## src/rtl/pvtrack_pkg.sv

```systemverilog
package pvtrack_pkg;

  typedef enum logic [1:0] {
    MODE_STBY = 2'b00,
    MODE_HOLD = 2'b01,
    MODE_SLOW = 2'b10,
    MODE_FAST = 2'b11
  } trk_mode_e;

  // Symbol from the three comparator decisions; lower reference has priority.
  function automatic logic [1:0] sym_of(input logic abv_pk, input logic abv_ctr,
                                        input logic abv_vl);
    logic [1:0] s;
    if (!abv_vl)      s = 2'b00;
    else if (abv_pk)  s = 2'b11;
    else if (abv_ctr) s = 2'b10;
    else              s = 2'b01;
    return s;
  endfunction

  function automatic logic is_acq(input trk_mode_e m);
    return (m == MODE_SLOW) || (m == MODE_FAST);
  endfunction

endpackage

```

## src/rtl/pvtrack_pace.sv

```systemverilog
module pvtrack_pace
  import pvtrack_pkg::*;
#(
  parameter int SLOW_DIV  = 8,
  parameter int DECAY_DIV = 64
) (
  input  logic      clk,
  input  logic      rst_n,
  input  trk_mode_e mode,
  output logic      step_tick,
  output logic      decay_tick
);
  localparam int SW = (SLOW_DIV  > 1) ? $clog2(SLOW_DIV)  : 1;
  localparam int DW = (DECAY_DIV > 1) ? $clog2(DECAY_DIV) : 1;
  localparam logic [SW-1:0] SLOW_LAST  = SW'(SLOW_DIV - 1);
  localparam logic [DW-1:0] DECAY_LAST = DW'(DECAY_DIV - 1);

  logic [SW-1:0] slow_cnt;
  logic [DW-1:0] decay_cnt;
  logic          acq;

  assign acq = is_acq(mode);

  always_ff @(posedge clk or negedge rst_n) begin
    if (!rst_n) begin
      slow_cnt  <= '0;
      decay_cnt <= '0;
    end else if (mode == MODE_STBY) begin
      slow_cnt  <= '0;
      decay_cnt <= '0;
    end else if (acq) begin
      slow_cnt  <= (slow_cnt  == SLOW_LAST)  ? '0 : slow_cnt  + 1'b1;
      decay_cnt <= (decay_cnt == DECAY_LAST) ? '0 : decay_cnt + 1'b1;
    end
  end

  assign step_tick  = (mode == MODE_FAST) ||
                      ((mode == MODE_SLOW) && (slow_cnt == SLOW_LAST));
  assign decay_tick = acq && (decay_cnt == DECAY_LAST);

endmodule

```

## src/rtl/pvtrack_level.sv

```systemverilog
module pvtrack_level #(
  parameter int LVL_W   = 8,
  parameter bit IS_PEAK = 1'b1
) (
  input  logic             clk,
  input  logic             rst_n,
  input  logic             clear,
  input  logic             run,
  input  logic             step_tick,
  input  logic             decay_tick,
  input  logic             outward,
  input  logic             gap_ok,
  output logic [LVL_W-1:0] lvl,
  output logic             trk_evt,
  output logic             dcy_evt
);
  localparam logic [LVL_W-1:0] MID  = LVL_W'(1) << (LVL_W - 1);
  localparam logic [LVL_W-1:0] LMAX = '1;

  function automatic logic [LVL_W-1:0] inc_sat(input logic [LVL_W-1:0] v);
    return (v == LMAX) ? v : v + 1'b1;
  endfunction

  function automatic logic [LVL_W-1:0] dec_sat(input logic [LVL_W-1:0] v);
    return (v == '0) ? v : v - 1'b1;
  endfunction

  logic [LVL_W-1:0] out_val, in_val;

  generate
    if (IS_PEAK) begin : g_upper
      assign out_val = inc_sat(lvl);
      assign in_val  = dec_sat(lvl);
    end else begin : g_lower
      assign out_val = dec_sat(lvl);
      assign in_val  = inc_sat(lvl);
    end
  endgenerate

  assign trk_evt = run && step_tick && outward;
  assign dcy_evt = run && decay_tick && gap_ok && !trk_evt;

  always_ff @(posedge clk or negedge rst_n) begin
    if (!rst_n)        lvl <= MID;
    else if (clear)    lvl <= MID;
    else if (trk_evt)  lvl <= out_val;
    else if (dcy_evt)  lvl <= in_val;
  end

endmodule

```

## src/rtl/pvtrack_slicer.sv

```systemverilog
module pvtrack_slicer
  import pvtrack_pkg::*;
(
  input  logic       clk,
  input  logic       rst_n,
  input  logic       enable,
  input  logic       above_pk,
  input  logic       above_ctr,
  input  logic       above_vl,
  output logic [1:0] sym
);
  always_ff @(posedge clk or negedge rst_n) begin
    if (!rst_n)       sym <= 2'b00;
    else if (!enable) sym <= 2'b00;
    else              sym <= sym_of(above_pk, above_ctr, above_vl);
  end
endmodule

```

## src/rtl/pvtrack_core.sv

```systemverilog
module pvtrack_core
  import pvtrack_pkg::*;
#(
  parameter int LVL_W     = 8,
  parameter int SLOW_DIV  = 8,
  parameter int DECAY_DIV = 64
) (
  input  logic             clk,
  input  logic             rst_n,
  input  logic [1:0]       mode_sel,
  input  logic             trk_inh,
  input  logic             above_pk,
  input  logic             above_ctr,
  input  logic             above_vl,
  output logic [LVL_W-1:0] pk_lvl,
  output logic [LVL_W-1:0] vl_lvl,
  output logic [LVL_W-1:0] ctr_lvl,
  output logic             sym_hi,
  output logic             sym_lo
);
  trk_mode_e    mode;
  logic         step_tick, decay_tick;
  logic         run, clear, gap_ok;
  logic         pk_trk, pk_dcy, vl_trk, vl_dcy;
  logic [1:0]   sym;
  logic [LVL_W:0] gap, sum;

  assign mode  = trk_mode_e'(mode_sel);
  assign clear = (mode == MODE_STBY);
  assign run   = is_acq(mode) && !trk_inh;

  assign gap    = {1'b0, pk_lvl} - {1'b0, vl_lvl};
  assign gap_ok = (gap >= (LVL_W+1)'(2)) && !gap[LVL_W];

  pvtrack_pace #(.SLOW_DIV(SLOW_DIV), .DECAY_DIV(DECAY_DIV)) pace_i (
    .clk(clk), .rst_n(rst_n), .mode(mode),
    .step_tick(step_tick), .decay_tick(decay_tick)
  );

  pvtrack_level #(.LVL_W(LVL_W), .IS_PEAK(1'b1)) upper_i (
    .clk(clk), .rst_n(rst_n), .clear(clear), .run(run),
    .step_tick(step_tick), .decay_tick(decay_tick),
    .outward(above_pk), .gap_ok(gap_ok),
    .lvl(pk_lvl), .trk_evt(pk_trk), .dcy_evt(pk_dcy)
  );

  pvtrack_level #(.LVL_W(LVL_W), .IS_PEAK(1'b0)) lower_i (
    .clk(clk), .rst_n(rst_n), .clear(clear), .run(run),
    .step_tick(step_tick), .decay_tick(decay_tick),
    .outward(!above_vl), .gap_ok(gap_ok),
    .lvl(vl_lvl), .trk_evt(vl_trk), .dcy_evt(vl_dcy)
  );

  pvtrack_slicer slicer_i (
    .clk(clk), .rst_n(rst_n), .enable(!clear),
    .above_pk(above_pk), .above_ctr(above_ctr), .above_vl(above_vl),
    .sym(sym)
  );

  assign sum     = {1'b0, pk_lvl} + {1'b0, vl_lvl};
  assign ctr_lvl = sum[LVL_W:1];
  assign sym_hi  = sym[1];
  assign sym_lo  = sym[0];

endmodule

```

## config.mk

```make
export PLATFORM = sky130hd
export DESIGN_NAME = pvtrack_core
export DESIGN_NICKNAME = d
export VERILOG_FILES = /design/src/rtl/pvtrack_pkg.sv /design/src/rtl/pvtrack_pace.sv /design/src/rtl/pvtrack_level.sv /design/src/rtl/pvtrack_slicer.sv /design/src/rtl/pvtrack_core.sv
export SDC_FILE = /design/constraint.sdc
export NUM_CORES = 1
export LEC_CHECK = 0
export CORE_ASPECT_RATIO = 1.4
export CORE_MARGIN = 1.5
export CORE_UTILIZATION = 30
export CTS_CLUSTER_SIZE = 14
export DETAILED_ROUTE_END_ITERATION = 7
export PLACE_DENSITY_LB_ADDON = 0.25
export SYNTH_ARGS = -nofsm -noshare
export SYNTH_HDL_FRONTEND = slang
export SYNTH_SLANG_ARGS = --single-unit
```

## constraint.sdc

```tcl
create_clock -name clk -period 7.25 [get_ports clk]
set_clock_uncertainty 0.1 [all_clocks]
set_input_delay 2.175 -clock clk [delete_from_list [all_inputs] [get_ports clk]]
set_output_delay 2.175 -clock clk [all_outputs]
set_load 0.005 [all_outputs]
```

==> impl_metrics.yaml <==
run_status:
  status: "finished, final reports clean"
grt:
  grt_pass1_vias: 2198
  grt_max_degree: 28
  grt_pass1_wl_um: 10800
  grt_antenna_before_repair: 0
  grt.overflow.total: 0
  grt_usage_pct: 14.9
finish:
  final_common_cell: "clkdlybuf4s50_1"
  layout_common_cells: "clkdlybuf4s50_1, ha_1, a21oi_1"
  drive_gt1_share_pct: 6.79
  syn_to_final_growth_pct: 20.1
  final_nets: 369
  fill_cells: 843
  final_cell_area_um2: 3100
  diodes: 0
die:
  io_pins: 34
  rows: 39
  core_area_um2: 8250
  start_util_pct: 31.3
  die_area_um2: 9170
  die_w_um: 81.4
  die_h_um: 113
placement:
  routabilityCongestion: 0.786
  place.port_buffers: 33
  postPlaceCellArea_um2: 3020
  dp_hpwl_um: 5020
critical_path:
  r2r_end: "lower_i.lvl[7]"
  crit_type: "reg2out"
  cp_max_fo: 10
  end_kind: "primary output"
  crit_path_start_kind: "flop"
  cpMaxStageDelayCell: "dfrtp_1"
  crit_start: "lower_i.lvl[0]"
  crit_path_cell_trace: "ha_1, inv_1, fa_1, o21bai_1, a21oi_1, o21bai_1, a21oi_1, nor2_1, nor2_1, o21bai_1, clkdlybuf4s50_1"
  cp.required_ns: 4.97
  r2r_slack_ns: 4.09
  cp.arrival_ns: 2.97
  r2r_cells: 10
  crit_top_cell: "o21bai_1"
  endpoint: "ctr_lvl[7]"
  reg2reg_from: "upper_i.lvl[0]"
  cpPeakStageDelay_ns: 0.60
min_path:
  holdCritStartpoint: "pace_i.slow_cnt[1]"
  hold_path_class: "reg2reg"
logic_synthesis:
  syn_nets: 335
  synthCells: 291
  syn_area_per_cell_um2: 8.86
  synthArstFlopShare_pct: 100
  ys_seq_area_share_pct: 26.3
  synthesis.area_um2: 2580
  synthFlopType: "dfrtp_1"
  yosys_warnings: 0
  ys_seq_elements: 27
  synth.distinct_cells: 52
  synth-edff-count: 0
cts:
  clkSinkCount: 27
  cts_hold_buffers: 0
  cts_buffers: 3
  clkSlewWorstSetupHoldPaths_ns: 0.07
  clock_path_buffers: 2
  cts_resized: 0
  cts_setup_buffers: 0
  cts_tree: "built"
  htree_num_levels: 1
  clock_latency_ns: 0.27
  clockRootBuffer: "clkbuf_16"
pwr:
  pwr-share-clk_pct: 23.2
  comb_power_share_pct: 42.4
  p_leak_uw: 0.00136
  cellPowerDensity_nw_per_um2: 181
  power.switching_uw: 200
  pwr-share-seq_pct: 34.4
  swShare_pct: 35.8
  ir_drop_mv: 0.0936
  intPower_uw: 359
sta:
  setup_viol: 0
  rsz0062_at_grt: "false"
  fin_tns_setup_ns: 0
  whs_ns: 0.409
  max_slew_margin_pct: 56.8
  worstMarginPinSlew_ns: 0.645
  post-route-period-util_pct: 72.3
  hold_viol: 0
  finalMaxSlewViolations: 0
  fmax_mhz: 191
  period_needed_ns: 5.24
route:
  postRouteAntennaNets: 0
  viasPerCell: 5.31
  drc: 0
  dr.pass1.iters: 4
  drt_iter0_markers: 167
  wl_per_cell_um: 15.1
  via_count: 2260
  totalWireLength_um: 6440
flow_run:
  cap_viol_max_count: 0
==> routing by layer <==
metal  vias to the layer above  global-route usage [%]  wire (um)
met5                         -                       0          0
met4                         0                    5.06        118
met3                         9                    1.29        104
met2                        29                    26.5       3400
met1                      1087                    18.5       2820
li1                       1135                       -          -
==> synth_stat cells (5+ instances only) <==
cell / instances / area [um2]
nand2_1: 14 / 52.6
ha_1: 32 / 400
o21ai_0: 8 / 40.0
a22o_1: 5 / 43.8
inv_1: 21 / 78.8
nand3_1: 13 / 65.1
xor2_1: 7 / 61.3
a21oi_1: 27 / 135
nor2_1: 23 / 86.3
o21bai_1: 5 / 37.5
clkbuf_1: 5 / 18.8
o21ai_1: 14 / 70.1
nor3_1: 8 / 40.0
dfrtp_1: 25 / 626
xnor2_1: 16 / 140
==> critical path: cells and delay by family (launching register included) <==
| kind | cells | cell delay (ns) |
|---|---|---|
| compound gates | 5 | 0.72 |
| fa+ha+maj | 2 | 0.65 |
| flops | 1 | 0.60 |
| simple gates | 2 | 0.15 |
| buf+inv | 2 | 0.57 |
==> power groups by stage <==
| stage | logic [uW] | clock network (uW) | registers [uW] |
|---|---|---|---|
| global placement | 236 | 0 | 195 |
| detailed placement | 238 | 0 | 195 |
| floorplan | 171 | 0 | 187 |
| CTS | 239 | 134 | 193 |
| global route | 264 | 140 | 195 |
| finish | 237 | 130 | 192 |
==> sequential cells by signal (all words and copies together) (netlist names) <==
signal and flops:
lower_i.lvl 8, upper_i.lvl 8, pace_i.decay_cnt 6, pace_i.slow_cnt 3, slicer_i.sym 2
==> area by class of cell <==
class | count | area [um2] | share of cell area [%]
Multi-Input combinational cell | 236 | 1780 | 57.5
Timing Repair Buffer | 36 | 353 | 11.4
Clock buffer | 4 | 78.8 | 2.55
Inverter | 21 | 78.8 | 2.55
Tap cell | 102 | 128 | 4.12
Sequential cell | 27 | 678 | 21.9
==> kinds of logic (layout without fill, tap and decap cells) <==
group / Yosys count / after routing / share of synthesized area (%)
simple gates: 83 / 83 / 16.2
xor+xnor: 23 / 23 / 7.81
mux: 3 / 3 / 1.16
buf+inv: 28 / 61 / 4.66
flops: 27 / 27 / 26.3
fa+ha+maj: 36 / 36 / 18.6
compound gates: 91 / 91 / 25.3
==> through the flow <==
| step | total power (uW) | cells | util [%] | setup slack [ns] |
|---|---|---|---|---|
| global route | 599 | 426 | 37.6 | 1.79 |
| finish | 559 | 426 | 37.6 | 2.01 |
| detailed placement | 433 | 422 | 36.6 | 1.87 |
| floorplan | 359 | 291 | - | 2.38 |
| CTS | 566 | 426 | 37.6 | 1.98 |
| global placement | 431 | 422 | 36.6 | 1.90 |
==> worst min-delay path by stage <==
stage	end	slack [ns]	cells past startpoint
2_1_floorplan	pace_i.slow_cnt[1]	0.37	1
3_3_place_gp	pace_i.slow_cnt[2]	0.39	1
3_5_place_dp	pace_i.slow_cnt[1]	0.40	1
4_1_cts	pace_i.slow_cnt[1]	0.41	1
5_1_grt	pace_i.slow_cnt[1]	0.43	1
6_report	pace_i.slow_cnt[1]	0.41	1
Note: power is estimated with default switching activity, not from simulation.
